File: src/rtl/chain_rdbk_pkg.sv
package chain_rdbk_pkg;
  typedef enum logic [1:0] {
    ST_IDLE = 2'd0,
    ST_CONV = 2'd1,
    ST_READ = 2'd2
  } rdbk_state_t;
endpackage

File: src/rtl/chain_sck_gen.sv
// Serial clock generator: idles high, toggles every HALF_CYC cycles when enabled.
module chain_sck_gen #(
  parameter int HALF_CYC = 2
) (
  input  logic clk,
  input  logic rst,
  input  logic en,
  output logic sck,
  output logic fall,
  output logic rise
);
  localparam int DW = (HALF_CYC > 1) ? $clog2(HALF_CYC) : 1;

  logic [DW-1:0] div_q;
  logic          tick;

  assign tick = en && (div_q == DW'(HALF_CYC - 1));
  assign fall = tick && sck;
  assign rise = tick && !sck;

  always_ff @(posedge clk) begin
    if (rst || !en) begin
      div_q <= '0;
      sck   <= 1'b1;
    end else if (tick) begin
      div_q <= '0;
      sck   <= ~sck;
    end else begin
      div_q <= div_q + 1'b1;
    end
  end
endmodule

File: src/rtl/chain_shift_rx.sv
// Falling-edge capture: counts edges, drops the first bit, shifts the rest in MSB first.
module chain_shift_rx #(
  parameter int NBITS = 48
) (
  input  logic             clk,
  input  logic             rst,
  input  logic             clr,
  input  logic             fall,
  input  logic             din,
  output logic [NBITS-1:0] data,
  output logic             done
);
  localparam int NFALL = NBITS + 1;
  localparam int CW    = $clog2(NFALL + 1);

  logic [CW-1:0] cnt_q;

  assign done = (cnt_q == CW'(NFALL));

  always_ff @(posedge clk) begin
    if (rst || clr) begin
      cnt_q <= '0;
    end else if (fall && !done) begin
      cnt_q <= cnt_q + 1'b1;
    end
  end

  always_ff @(posedge clk) begin
    if (rst) begin
      data <= '0;
    end else if (fall && !done && (cnt_q != '0)) begin
      data <= {data[NBITS-2:0], din};
    end
  end
endmodule

File: src/rtl/chain_tmo_cnt.sv
// Cycle counter flagging the last cycle of the ready wait window.
module chain_tmo_cnt #(
  parameter int LIMIT = 1000
) (
  input  logic clk,
  input  logic rst,
  input  logic clr,
  input  logic en,
  output logic expired
);
  localparam int TW = $clog2(LIMIT + 1);

  logic [TW-1:0] cnt_q;

  assign expired = en && (cnt_q == TW'(LIMIT - 1));

  always_ff @(posedge clk) begin
    if (rst || clr) begin
      cnt_q <= '0;
    end else if (en && !expired) begin
      cnt_q <= cnt_q + 1'b1;
    end
  end
endmodule

File: src/rtl/chain_rdbk_ctrl.sv
module chain_rdbk_ctrl #(
  parameter int N_DEV       = 3,
  parameter int WORD_W      = 16,
  parameter int SCK_DIV     = 2,
  parameter int TIMEOUT_CYC = 100000
) (
  input  logic                    clk,
  input  logic                    rst,
  input  logic                    start_i,
  input  logic                    sdo_i,
  output logic                    cnv_o,
  output logic                    sck_o,
  output logic [N_DEV*WORD_W-1:0] words_o,
  output logic                    valid_o,
  output logic                    timeout_o
);
  import chain_rdbk_pkg::*;

  localparam int NBITS = N_DEV * WORD_W;

  rdbk_state_t      state_q;
  logic             sdo_prev_q;
  logic             ready_edge;
  logic             gen_en;
  logic             sck_fall;
  logic             sck_rise;
  logic             rx_done;
  logic             tmo_hit;
  logic             finish;
  logic [NBITS-1:0] rx_data;
  logic [NBITS-1:0] rx_words;

  assign gen_en     = (state_q == ST_READ);
  assign ready_edge = (state_q == ST_CONV) && sdo_i && !sdo_prev_q;
  assign finish     = gen_en && rx_done && sck_rise;

  chain_sck_gen #(.HALF_CYC(SCK_DIV)) u_sck (
    .clk (clk),
    .rst (rst),
    .en  (gen_en),
    .sck (sck_o),
    .fall(sck_fall),
    .rise(sck_rise)
  );

  chain_shift_rx #(.NBITS(NBITS)) u_rx (
    .clk (clk),
    .rst (rst),
    .clr (state_q != ST_READ),
    .fall(sck_fall),
    .din (sdo_i),
    .data(rx_data),
    .done(rx_done)
  );

  chain_tmo_cnt #(.LIMIT(TIMEOUT_CYC)) u_tmo (
    .clk    (clk),
    .rst    (rst),
    .clr    (state_q != ST_CONV),
    .en     (state_q == ST_CONV),
    .expired(tmo_hit)
  );

  // First word received belongs to the nearest converter: it sits at the top of the shifter.
  for (genvar k = 0; k < N_DEV; k++) begin : g_word
    assign rx_words[k*WORD_W +: WORD_W] = rx_data[(N_DEV-1-k)*WORD_W +: WORD_W];
  end

  always_ff @(posedge clk) begin
    if (rst) begin
      state_q    <= ST_IDLE;
      sdo_prev_q <= 1'b0;
      cnv_o      <= 1'b0;
      valid_o    <= 1'b0;
      timeout_o  <= 1'b0;
      words_o    <= '0;
    end else begin
      sdo_prev_q <= sdo_i;
      valid_o    <= 1'b0;
      timeout_o  <= 1'b0;
      unique case (state_q)
        ST_IDLE: begin
          if (start_i) begin
            cnv_o   <= 1'b1;
            state_q <= ST_CONV;
          end
        end
        ST_CONV: begin
          if (ready_edge) begin
            state_q <= ST_READ;
          end else if (tmo_hit) begin
            cnv_o     <= 1'b0;
            timeout_o <= 1'b1;
            state_q   <= ST_IDLE;
          end
        end
        ST_READ: begin
          if (finish) begin
            cnv_o   <= 1'b0;
            valid_o <= 1'b1;
            words_o <= rx_words;
            state_q <= ST_IDLE;
          end
        end
        default: state_q <= ST_IDLE;
      endcase
    end
  end
endmodule

File: config.mk
export PLATFORM = sky130hd
export DESIGN_NAME = chain_rdbk_ctrl
export DESIGN_NICKNAME = d
export VERILOG_FILES = /design/src/rtl/chain_rdbk_pkg.sv /design/src/rtl/chain_sck_gen.sv /design/src/rtl/chain_shift_rx.sv /design/src/rtl/chain_tmo_cnt.sv /design/src/rtl/chain_rdbk_ctrl.sv
export SDC_FILE = /design/constraint.sdc
export NUM_CORES = 1
export LEC_CHECK = 0
export ABC_AREA = 0
export BUFFER_PORTS_ARGS = -buffer_cell sky130_fd_sc_hd__buf_4
export CORE_UTILIZATION = 45
export CTS_CLUSTER_SIZE = 24
export DETAILED_ROUTE_END_ITERATION = 6
export PLACE_DENSITY = 0.78
export SYNTH_ARGS = -nofsm -noshare
export SYNTH_HDL_FRONTEND = slang
export SYNTH_SLANG_ARGS = --single-unit
File: constraint.sdc
create_clock -name clk -period 2.04 [get_ports clk]
set_clock_uncertainty 0.05 [all_clocks]
set_input_delay 0.102 -clock clk [delete_from_list [all_inputs] [get_ports clk]]
set_output_delay 0.102 -clock clk [all_outputs]
set_load 0.02 [all_outputs]
==> results of run 1 <==
area by class of cell:
cell class / instances / area share (%)
clock buffers: 18 / 6.55
well taps: 140 / 2.75
inverters: 8 / 0.471
clock inverters: 14 / 2.82
multi-input cells: 430 / 36.9
repair buffers: 84 / 10.6
flip-flops and latches: 127 / 39.9
worst register-to-register path, delay by kind of cell, from the launching register on:
kind | cells | cell delay, ns
AOI/OAI and AO/OA | 3 | 0.71
and+or+nand+nor | 1 | 0.58
DFF | 1 | 0.33
buffers and inverters | 2 | 0.32
sequential cells by signal (all words and copies together), names as in the netlist:
register     flops
words_o         48
cnv_o            1
u_tmo.cnt_q     17
sdo_prev_q       1
u_rx.cnt_q       6
valid_o          1
u_rx.data       48
u_sck.sck        1
timeout_o        1
state_q          2
u_sck.div_q      1
final timing paths:
path                       start              to  slack, ns  cells after the start
setup reg to reg  u_tmo.cnt_q[6]  u_tmo.cnt_q[5]      -0.02                      6
setup / recovery  u_tmo.cnt_q[6]  u_tmo.cnt_q[5]      -0.02                      6
hold / removal           start_i      state_q[1]       0.04                      4
hold reg to reg      words_o[12]     words_o[12]       0.40                      2
power by group:
| group | leakage (nW) | internal [mW] | total [mW] | switching [mW] |
|---|---|---|---|---|
| Combinational | 0.926 | 0.220 | 0.488 | 0.268 |
| Clock | 0.287 | 1.88 | 3.04 | 1.16 |
| Sequential | 1.02 | 2.51 | 2.54 | 0.0239 |
routing by layer:
metal  track usage [%]  up-vias
li1                  -     2254
met1              27.0     2199
met2              36.5      154
met3              5.73       22
met4              7.73        0
met5                 0        -
kinds of logic (layout without fill, tap and decap cells):
group,count (synthesis),count (layout)
buffers and inverters,56,124
multiplexers,6,6
adder cells (fa/ha/maj),7,7
XOR/XNOR,8,8
flip-flops,127,127
AO/OA/AOI/OAI,177,177
AND/OR/NAND/NOR,232,232
cells in the final DEF (no fill, tap or decap), types with 5 or more instances in the layout:
| master | count |
|---|---|
| sky130_fd_sc_hd__dfxtp_1 | 126 |
| sky130_fd_sc_hd__nand2_1 | 108 |
| sky130_fd_sc_hd__a21oi_1 | 105 |
| sky130_fd_sc_hd__buf_4 | 77 |
| sky130_fd_sc_hd__nand3_1 | 54 |
| sky130_fd_sc_hd__o21ai_0 | 47 |
| sky130_fd_sc_hd__clkbuf_16 | 16 |
| sky130_fd_sc_hd__nor2_1 | 13 |
| sky130_fd_sc_hd__nand4_1 | 11 |
| sky130_fd_sc_hd__inv_1 | 8 |
| sky130_fd_sc_hd__o31ai_1 | 7 |
| sky130_fd_sc_hd__nand2b_1 | 6 |
| sky130_fd_sc_hd__ha_1 | 6 |
| sky130_fd_sc_hd__and3_1 | 5 |
| sky130_fd_sc_hd__or4_1 | 5 |
| sky130_fd_sc_hd__mux2i_1 | 5 |
through the flow:
step                      area [um^2]  hold WS (ns)  instances  utilization, %
after floorplan                  5070         0.180        613               -
after global placement           5700         0.320        784            52.4
after detailed placement         5700         0.335        784            52.4
after CTS                        6340        0.0169        820            58.2
after global routing             6380        0.0612        821            58.6
final                            6380        0.0352        821            58.6
repair_timing:
item | CTS | global route
hold buffers | 3 | 0
gates resized for setup | 0 | 8
endpoints found under the setup margin | 1 | 13
setup buffers | 1 | 1
cloned | 0 | 0
hold endpoints to repair | 13 | 0
pin swaps | 1 | 4
==> PnR_summary.wiki, run 1 <==
{| class="wikitable"
! Metric !! Value
|-
| Outcome || finished, violations left
|-
| Violated checks || negative setup slack
|-
| Adder-cell share of the synthesized area || 1.73%
|-
| Total of buffers placed on input and output ports || 55
|-
| Root buffer selected by CTS || sky130_fd_sc_hd__clkbuf_8
|-
| Period utilization || 101%
|-
| Fraction of synthesized area in multiplexers || 1.28%
|-
| Min-Delay Path Class || in -> reg
|-
| Cell with the largest stage delay on the worst path || sky130_fd_sc_hd__or4b_4
|-
| Worst voltage drop across the vdd grid || 0.695 mV
|-
| WS Path Type || reg -> reg
|-
| Required time of the critical path || 2.43 ns
|-
| Wire length of the first global-routing pass || 19.9 mm
|-
| Row count || 38
|-
| Total length of routed wires || 12.2 mm
|-
| Max Freq || 0.484 GHz
|-
| All-Layer GR Usage || 21.8%
|-
| Unrepaired setup endpoints after global routing || true
|-
| Count of different cell masters after synthesis || 46
|-
| Top-level I/O count || 56
|-
| Pins over their slew limit || 0
|-
| Combined buffer and inverter count along the critical path || 2
|-
| Die Outline Area || 11700 um^2
|-
| Largest stage delay, worst path || 0.58 ns
|-
| Total Neg Setup Slack || -0.0351 ns
|-
| Critical path startpoint category || flop
|-
| Post-synthesis xor/xnor area fraction || 1.38%
|-
| Deepest level of the CTS H-tree || 4
|-
| Overflow left after global routing || 0
|-
| Synth Area per Inst || 8.27 um^2
|-
| Antenna Nets Post-Route || 0
|-
| Die Y-Extent || 108 um
|-
| Average vias per placed instance || 5.64
|-
| Initial DRC Count || 395
|-
| Final Power || 6.07 mW
|-
| Number of flops mapped to enable cells by yosys || 0
|-
| Maximum number of pins on one net before global-route repair || 49
|-
| Final critical path time including I/O delays and setup || 2.06 ns
|-
| Cell taking the most area after synthesis || sky130_fd_sc_hd__dfxtp_1
|-
| Largest fanout on the critical path || 6
|-
| Combined area of all synthesized cells || 5070 um^2
|-
| Per-cell routed wire length || 14.8 um
|-
| Largest delay contributor family on the critical path || compound AO/OA/AOI/OAI gates
|-
| Die Width || 108 um
|-
| Routed via count || 4629
|-
| Maximum clock path buffer count || 2
|-
| Area fraction of the dominant cell type after synthesis || 50.1%
|-
| Maximum capacitance violations || 0
|-
| Clock transition time at the flip-flop clock pins of the worst setup and hold paths || 0.06 ns
|-
| Data arrival time at the worst-slack endpoint || 2.46 ns
|-
| Total CTS buffers || 17
|-
| Critical-path cell list || or4b_4 > o41ai_4 > buf_4 > buf_6 > o31ai_2 > a21oi_1
|-
| Post-placement worst setup slack || 0.00697 ns
|-
| Detailed-routed wire length on met2 || 6.00 mm
|-
| Asr flop ratio synth || 0%
|-
| CTS tree || yes
|-
| Predominant post-synthesis flop cell || sky130_fd_sc_hd__dfxtp_1
|-
| Insertion delay of the later-clocked pin in the worst-skew pair || 0.53 ns
|-
| Combinational family with the most area after synthesis || simple AND/OR/NAND/NOR gates
|-
| Wire length on met3 || 654 um
|-
| Routed metal-1 wirelength || 5.30 mm
|-
| DPL Wire Length || 7.79 mm
|-
| Dominant cells by area after synthesis || sky130_fd_sc_hd__dfxtp_1, sky130_fd_sc_hd__a21oi_1, sky130_fd_sc_hd__nand2_1, sky130_fd_sc_hd__nand3_1, sky130_fd_sc_hd__o21ai_0
|-
| Leakage power of the design || 2.24 nW
|-
| Sequential cell area in the final layout || 2540 um^2
|-
| Total power per unit cell area || 951 nW/um^2
|-
| Number of detailed-routing iterations run before antenna repair || 5
|-
| DRC errors left || 0
|-
| Max_slew headroom || 69.3%
|-
| Final hold viol count || 0
|-
| Sequential cell area fraction in the yosys report || 50.1%
|-
| Highest metal used || met4
|-
| Initial standard-cell utilization of the core || 46.6%
|-
| Antenna cells || 0
|-
| Gate Count Post-Synth || 613
|-
| Number of global-route vias before repair || 4271
|-
| Placeable core area || 10900 um^2
|-
| Initial antenna violation count || 0
|-
| Basic-gate share of the synthesized area counting and, or, nand and nor cells || 22.1%
|-
| Most frequent cell after synthesis || sky130_fd_sc_hd__dfxtp_1
|-
| Number of clock sinks || 127
|-
| Share of final-layout standard cells stronger than drive strength 1 || 19.8%
|-
| Most used standard cells in the synthesized netlist || sky130_fd_sc_hd__dfxtp_1, sky130_fd_sc_hd__nand2_1, sky130_fd_sc_hd__a21oi_1, sky130_fd_sc_hd__nand3_1, sky130_fd_sc_hd__o21ai_0
|-
| Syn nets || 624
|-
| Kind of end point of the critical path || flop
|-
| Yosys warnings || 0
|-
| Layout area overhead || 25.8%
|-
| Multi-input combinational cell area || 2350 um^2
|-
| RePlAce Congestion || 0.890
|-
| Actual transition at the worst max-transition pin || 0.459 ns
|-
| FILL cells || 938
|-
| Number of register bits inferred by synthesis || 127
|-
| Number of nets at the end of the flow || 679
|-
| Crit path setup slack, layout || -0.0248 ns
|-
| Endpoints failing setup || 2
|-
| Area fraction in compound gates after synthesis || 19.1%
|}
Note: power is estimated with default switching activity, not from simulation.
==> inputs of run 2 (changes only) <==
--- a/config.mk
+++ b/config.mk
@@ -10,7 +10,7 @@
 export CORE_UTILIZATION = 45
 export CTS_CLUSTER_SIZE = 24
 export DETAILED_ROUTE_END_ITERATION = 6
-export PLACE_DENSITY = 0.78
+export PLACE_DENSITY = 0.76
 export SYNTH_ARGS = -nofsm -noshare
 export SYNTH_HDL_FRONTEND = slang
 export SYNTH_SLANG_ARGS = --single-unit
==> constraint.sdc (replaced) <==
create_clock -name clk -period 2.2 [get_ports clk]
set_clock_uncertainty 0.05 [all_clocks]
set_input_delay 0.11 -clock clk [delete_from_list [all_inputs] [get_ports clk]]
set_output_delay 0.11 -clock clk [all_outputs]
set_load 0.02 [all_outputs]
==> run 2 against run 1 <==
  * The run now ends clean
  * Clock-buffer cell count rose by 2
  * Clock power fell by 10%
  * Register-to-register slack improved by 0.13 ns
  * Non-clock buffer count fell by 8
  * Core utilization fell by 1.1 points
  * Cell count fell by 0.97%
  * Setup slack improved by 0.13 ns
  * Design area fell by 1.8%
  * First-iteration DRC count fell by 5.8%
  * Critical path depth fell by 2
==> PnR_summary.wiki, run 2 (synthesis results as in run 1) <==
{| class="wikitable"
! Metric !! Value
|-
| Outcome || finished, final reports clean
|-
| Unrepaired setup endpoints after global routing || false
|-
| Most common cell after layout, fill and taps aside || sky130_fd_sc_hd__dfxtp_1
|-
| Overflow left after global routing || 0
|-
| Die Outline Area || 11700 um^2
|-
| Average vias per placed instance || 5.52
|-
| Multi-input combinational cell area || 2320 um^2
|-
| DRC errors left || 0
|-
| Endpoints failing setup || 0
|-
| All-Layer GR Usage || 21.5%
|-
| Deepest level of the CTS H-tree || 4
|-
| Most used cells in the layout excluding fill and tap cells || sky130_fd_sc_hd__dfxtp_1, sky130_fd_sc_hd__nand2_1, sky130_fd_sc_hd__a21oi_1, sky130_fd_sc_hd__buf_4, sky130_fd_sc_hd__nand3_1
|-
| Period utilization || 95.1%
|-
| Sequential Power Share || 42.7%
|-
| Total of buffers placed on input and output ports || 55
|-
| Initial standard-cell utilization of the core || 46.6%
|-
| Die Width || 108 um
|-
| Total Neg Setup Slack || 0 ns
|-
| Total placed cells including tap cells || 778
|-
| Number of nets at the end of the flow || 671
|-
| Final hold viol count || 0
|-
| Worst voltage drop across the vdd grid || 0.545 mV
|-
| Crit path setup slack, layout || 0.107 ns
|-
| Initial DRC Count || 372
|-
| Clock network fraction of total power || 49.5%
|-
| Kind of end point of the critical path || flop
|-
| Number of global-route vias before repair || 4224
|-
| Sequential cell area in the final layout || 2540 um^2
|-
| Initial antenna violation count || 0
|-
| WS Path Type || reg -> reg
|-
| Layout area overhead || 23.5%
|-
| Insertion delay of the later-clocked pin in the worst-skew pair || 0.52 ns
|-
| Maximum number of pins on one net before global-route repair || 63
|-
| Final critical path time including I/O delays and setup || 2.09 ns
|-
| Share of final-layout standard cells stronger than drive strength 1 || 18.0%
|-
| Gate power share || 7.8%
|-
| Internal power || 4.22 mW
|-
| FILL cells || 961
|-
| Antenna cells || 0
|-
| Critical path startpoint category || flop
|-
| Hold Startpoint || start_i
|-
| Maximum clock path buffer count || 2
|-
| Reg2Reg Launch Point || u_tmo.cnt_q[5]
|-
| Per-cell routed wire length || 14.5 um
|-
| Number of buffers inserted to repair setup after CTS || 0
|-
| Root buffer selected by CTS || sky130_fd_sc_hd__clkbuf_8
|-
| Row count || 38
|-
| Switching Fraction || 23.4%
|-
| Leakage power of the design || 2.18 nW
|-
| CTS tree || yes
|-
| Maximum capacitance violations || 0
|-
| Placeable core area || 10900 um^2
|-
| RePlAce Congestion || 0.897
|-
| Number of detailed-routing iterations run before antenna repair || 5
|-
| Top-level I/O count || 56
|-
| Number of clock sinks || 127
|-
| Cell area after layout || 6260 um^2
|-
| Max_slew headroom || 60.5%
|-
| Total CTS buffers || 17
|-
| Max Freq || 0.478 GHz
|-
| Largest registers || u_rx.data (48), words_o (48), u_tmo.cnt_q (17)
|-
| Min-Delay Path Class || in -> reg
|-
| Critical path origin || u_tmo.cnt_q[5]
|-
| Required time of the critical path || 2.56 ns
|-
| Total length of routed wires || 11.8 mm
|-
| Antenna Nets Post-Route || 0
|-
| Total power per unit cell area || 880 nW/um^2
|-
| Clock transition time at the flip-flop clock pins of the worst setup and hold paths || 0.06 ns
|-
| Routed via count || 4490
|-
| DPL Wire Length || 7.49 mm
|-
| Final cell count without fillers || 813
|-
| Pins over their slew limit || 0
|-
| Register-to-register path setup slack || 0.11 ns
|-
| Data arrival time at the worst-slack endpoint || 2.45 ns
|-
| Final Power || 5.51 mW
|-
| Die Y-Extent || 108 um
|-
| Actual transition at the worst max-transition pin || 0.592 ns
|-
| Post-placement worst setup slack || 0.147 ns
|-
| Final hold slack || 0.0596 ns
|-
| Core occupancy in the finished layout || 57.5%
|-
| Wire length of the first global-routing pass || 19.7 mm
|-
| Cell area reported after detailed placement || 5650 um^2
|-
| Largest fanout on the critical path || 6
|-
| Switching power total || 1.29 mW
|}
==> run 2: changes by cell type in the layout (fill, tap and decap cells not counted), sizes merged <==
cell,delta
buf,-8
clkbuf,+2
inv,-2
bufinv,-1
clkinvlp,+1
==> run 2: worst max-delay path: stages (launching register included) <==
cell and delay, ns:
sky130_fd_sc_hd__dfxtp_1 0.36, sky130_fd_sc_hd__or4b_4 0.60, sky130_fd_sc_hd__o41ai_4 0.54, sky130_fd_sc_hd__nand3_2 0.13
sky130_fd_sc_hd__mux2_4 0.31
==> run 2: layer usage <==
metal	wire length [um]	vias to the layer above	part of all wire [%]	track usage, %
met4	187	0	1.6	9.10
met2	5730	115	49	35.2
li1	-	2237	-	-
met5	0	-	0	0
met3	617	15	5.2	6.87
met1	5270	2123	45	25.9
==> run 2: final timing paths <==
| path | to | depth (start not counted) |
|---|---|---|
| worst max-delay path | cnv_o | 4 |
| worst min-delay path | state_q[1] | 4 |
| worst max register to register | cnv_o | 4 |
| worst min register to register | words_o[15] | 2 |
==> run 2: power groups by stage <==
stage,Sequential [mW],Clock (mW),Combinational (mW)
finish,2.35,2.73,0.428
global route,2.36,2.89,0.466
CTS,2.35,2.78,0.425
detailed placement,2.40,0,0.418
global placement,2.40,0,0.400
floorplan,2.41,0,0.293
==> run 2: area by class of cell <==
class | count | area share, %
flip-flops and latches | 127 | 40.6
clock buffers | 20 | 7.27
inverters | 8 | 0.479
well taps | 140 | 2.80
repair buffers | 76 | 9.63
multi-input cells | 430 | 37.1
clock inverters | 12 | 2.12
==> run 2: what timing repair did <==
action,CTS,global route
hold buffers,3,0
resized for setup,0,0
endpoints found under the hold margin,25,0
==> inputs of run 3 (changes only) <==
==> constraint.sdc (replaced) <==
create_clock -name clk -period 2.2 [get_ports clk]
set_clock_uncertainty 0.05 [all_clocks]
set_input_delay 0.55 -clock clk [delete_from_list [all_inputs] [get_ports clk]]
set_output_delay 0.55 -clock clk [all_outputs]
set_load 0.02 [all_outputs]
==> run 3 against run 2 <==
  * Sequential power hardly changed
  * Hold slack gained 0.17 ns
  * Setup slack gained 0.085 ns
  * First-iteration DRC count down 3.5%
  * Flip-flop and latch count did not move
  * Core utilization down 0.76 points
  * Critical endpoint is now state_q[0]
  * Largest cell class unchanged
  * Largest power group unchanged
==> PnR_summary.wiki, run 3 (synthesis results as in run 1) <==
{| class="wikitable"
! Metric !! Value
|-
| Final hold viol count || 0
|-
| Placeable core area || 10900 um^2
|-
| Period utilization || 91.3%
|-
| Data arrival time at the worst-slack endpoint || 2.36 ns
|-
| Insertion delay of the later-clocked pin in the worst-skew pair || 0.52 ns
|-
| Largest fanout on the critical path || 7
|-
| DPL Wire Length || 8.01 mm
|-
| Layout area overhead || 21.9%
|-
| Initial DRC Count || 359
|-
| Wire length of the first global-routing pass || 20.1 mm
|-
| Overflow left after global routing || 0
|-
| Antenna Nets Post-Route || 0
|-
| Total power per unit cell area || 836 nW/um^2
|-
| Worst voltage drop across the vdd grid || 0.499 mV
|-
| Most common cell after layout, fill and taps aside || sky130_fd_sc_hd__dfxtp_1
|-
| Die Y-Extent || 108 um
|-
| Min-Delay Path Class || in -> reg
|-
| Max_slew headroom || 66.5%
|-
| Average vias per placed instance || 5.66
|-
| Number of buffers inserted to repair setup after CTS || 0
|-
| Required time of the critical path || 2.55 ns
|-
| Total of buffers placed on input and output ports || 55
|-
| Final hold slack || 0.234 ns
|-
| Most used cells in the layout excluding fill and tap cells || sky130_fd_sc_hd__dfxtp_1, sky130_fd_sc_hd__nand2_1, sky130_fd_sc_hd__a21oi_1, sky130_fd_sc_hd__buf_4, sky130_fd_sc_hd__nand3_1
|-
| Initial antenna violation count || 0
|-
| Die Outline Area || 11700 um^2
|-
| Number of clock sinks || 127
|-
| Max Freq || 0.498 GHz
|-
| All-Layer GR Usage || 21.9%
|-
| Number of detailed-routing iterations run before antenna repair || 5
|-
| Row count || 38
|-
| Number of nets at the end of the flow || 672
|-
| Actual transition at the worst max-transition pin || 0.501 ns
|-
| Final critical path time including I/O delays and setup || 2.01 ns
|-
| Maximum number of pins on one net before global-route repair || 52
|-
| Endpoints failing setup || 0
|-
| Total length of routed wires || 12.1 mm
|-
| Maximum clock path buffer count || 2
|-
| Core occupancy in the finished layout || 56.8%
|-
| Largest registers || u_rx.data (48), words_o (48), u_tmo.cnt_q (17)
|-
| Unrepaired setup endpoints after global routing || false
|-
| DRC errors left || 0
|-
| Register-to-register path setup slack || 0.19 ns
|-
| Per-cell routed wire length || 14.9 um
|-
| Deepest level of the CTS H-tree || 4
|-
| CTS tree || yes
|-
| Clock transition time at the flip-flop clock pins of the worst setup and hold paths || 0.06 ns
|-
| Initial standard-cell utilization of the core || 46.6%
|-
| Die Width || 108 um
|-
| Routed via count || 4602
|-
| Top-level I/O count || 56
|-
| Number of gates given a new drive strength after cts || 0
|-
| WS Path Type || reg -> reg
|-
| Hold_buf cts || 0
|-
| Kind of end point of the critical path || flop
|-
| Root buffer selected by CTS || sky130_fd_sc_hd__clkbuf_8
|-
| Maximum capacitance violations || 0
|-
| Number of global-route vias before repair || 4302
|-
| Total CTS buffers || 17
|-
| Outcome || finished, final reports clean
|-
| Share of final-layout standard cells stronger than drive strength 1 || 18.0%
|-
| RePlAce Congestion || 0.850
|-
| Antenna cells || 0
|-
| Final Power || 5.17 mW
|-
| Pins over their slew limit || 0
|-
| Leakage power of the design || 2.15 nW
|-
| Total Neg Setup Slack || 0 ns
|-
| Critical path startpoint category || flop
|}
run 3: layout make-up:
cell class	instances	area, um^2
flip-flops and latches	127	2540
well taps	140	175
fillers	990	4710
multi-input cells	430	2320
inverters	8	30.0
repair buffers	77	603
clock inverters	10	66.3
clock buffers	21	439
run 3: critical path, stage by stage (launching register included):
cell	delay [ns]
sky130_fd_sc_hd__dfxtp_1	0.35
sky130_fd_sc_hd__or4b_4	0.59
sky130_fd_sc_hd__o41ai_4	0.44
sky130_fd_sc_hd__buf_4	0.22
sky130_fd_sc_hd__o211ai_1	0.11
sky130_fd_sc_hd__mux2i_1	0.13
run 3: path summary, 6_finish.rpt:
path              cells past startpoint    endpoint      startpoint
setup / recovery                      5  state_q[0]  u_tmo.cnt_q[5]
setup reg to reg                      5  state_q[0]  u_tmo.cnt_q[5]
hold reg to reg                       2  words_o[8]      words_o[8]
hold / removal                        2  sdo_prev_q           sdo_i
run 3: per-layer routing:
metal  wire, um  global-route usage [%]  share of wire, %
met1       5240                    26.3                43
met2       5750                    35.4                48
met3        662                    5.91               5.5
met4        419                    12.4               3.5
met5          0                       0                 0
run 3: metrics by stage:
stage               instance area, um^2  worst slack, ns  cells
finish                             6180            0.192    813
detailed placement                 5680            0.211    782
CTS                                6180            0.193    813
floorplan                          5070            0.199    613
global placement                   5680            0.239    782
global route                       6180           0.0861    813
run 3: report_power, final:
part           internal (mW)  total [mW]  switching, mW  leakage [nW]
logic                  0.185       0.430          0.245         0.880
clock network           1.40        2.39          0.986         0.248
registers               2.33        2.35         0.0237          1.02
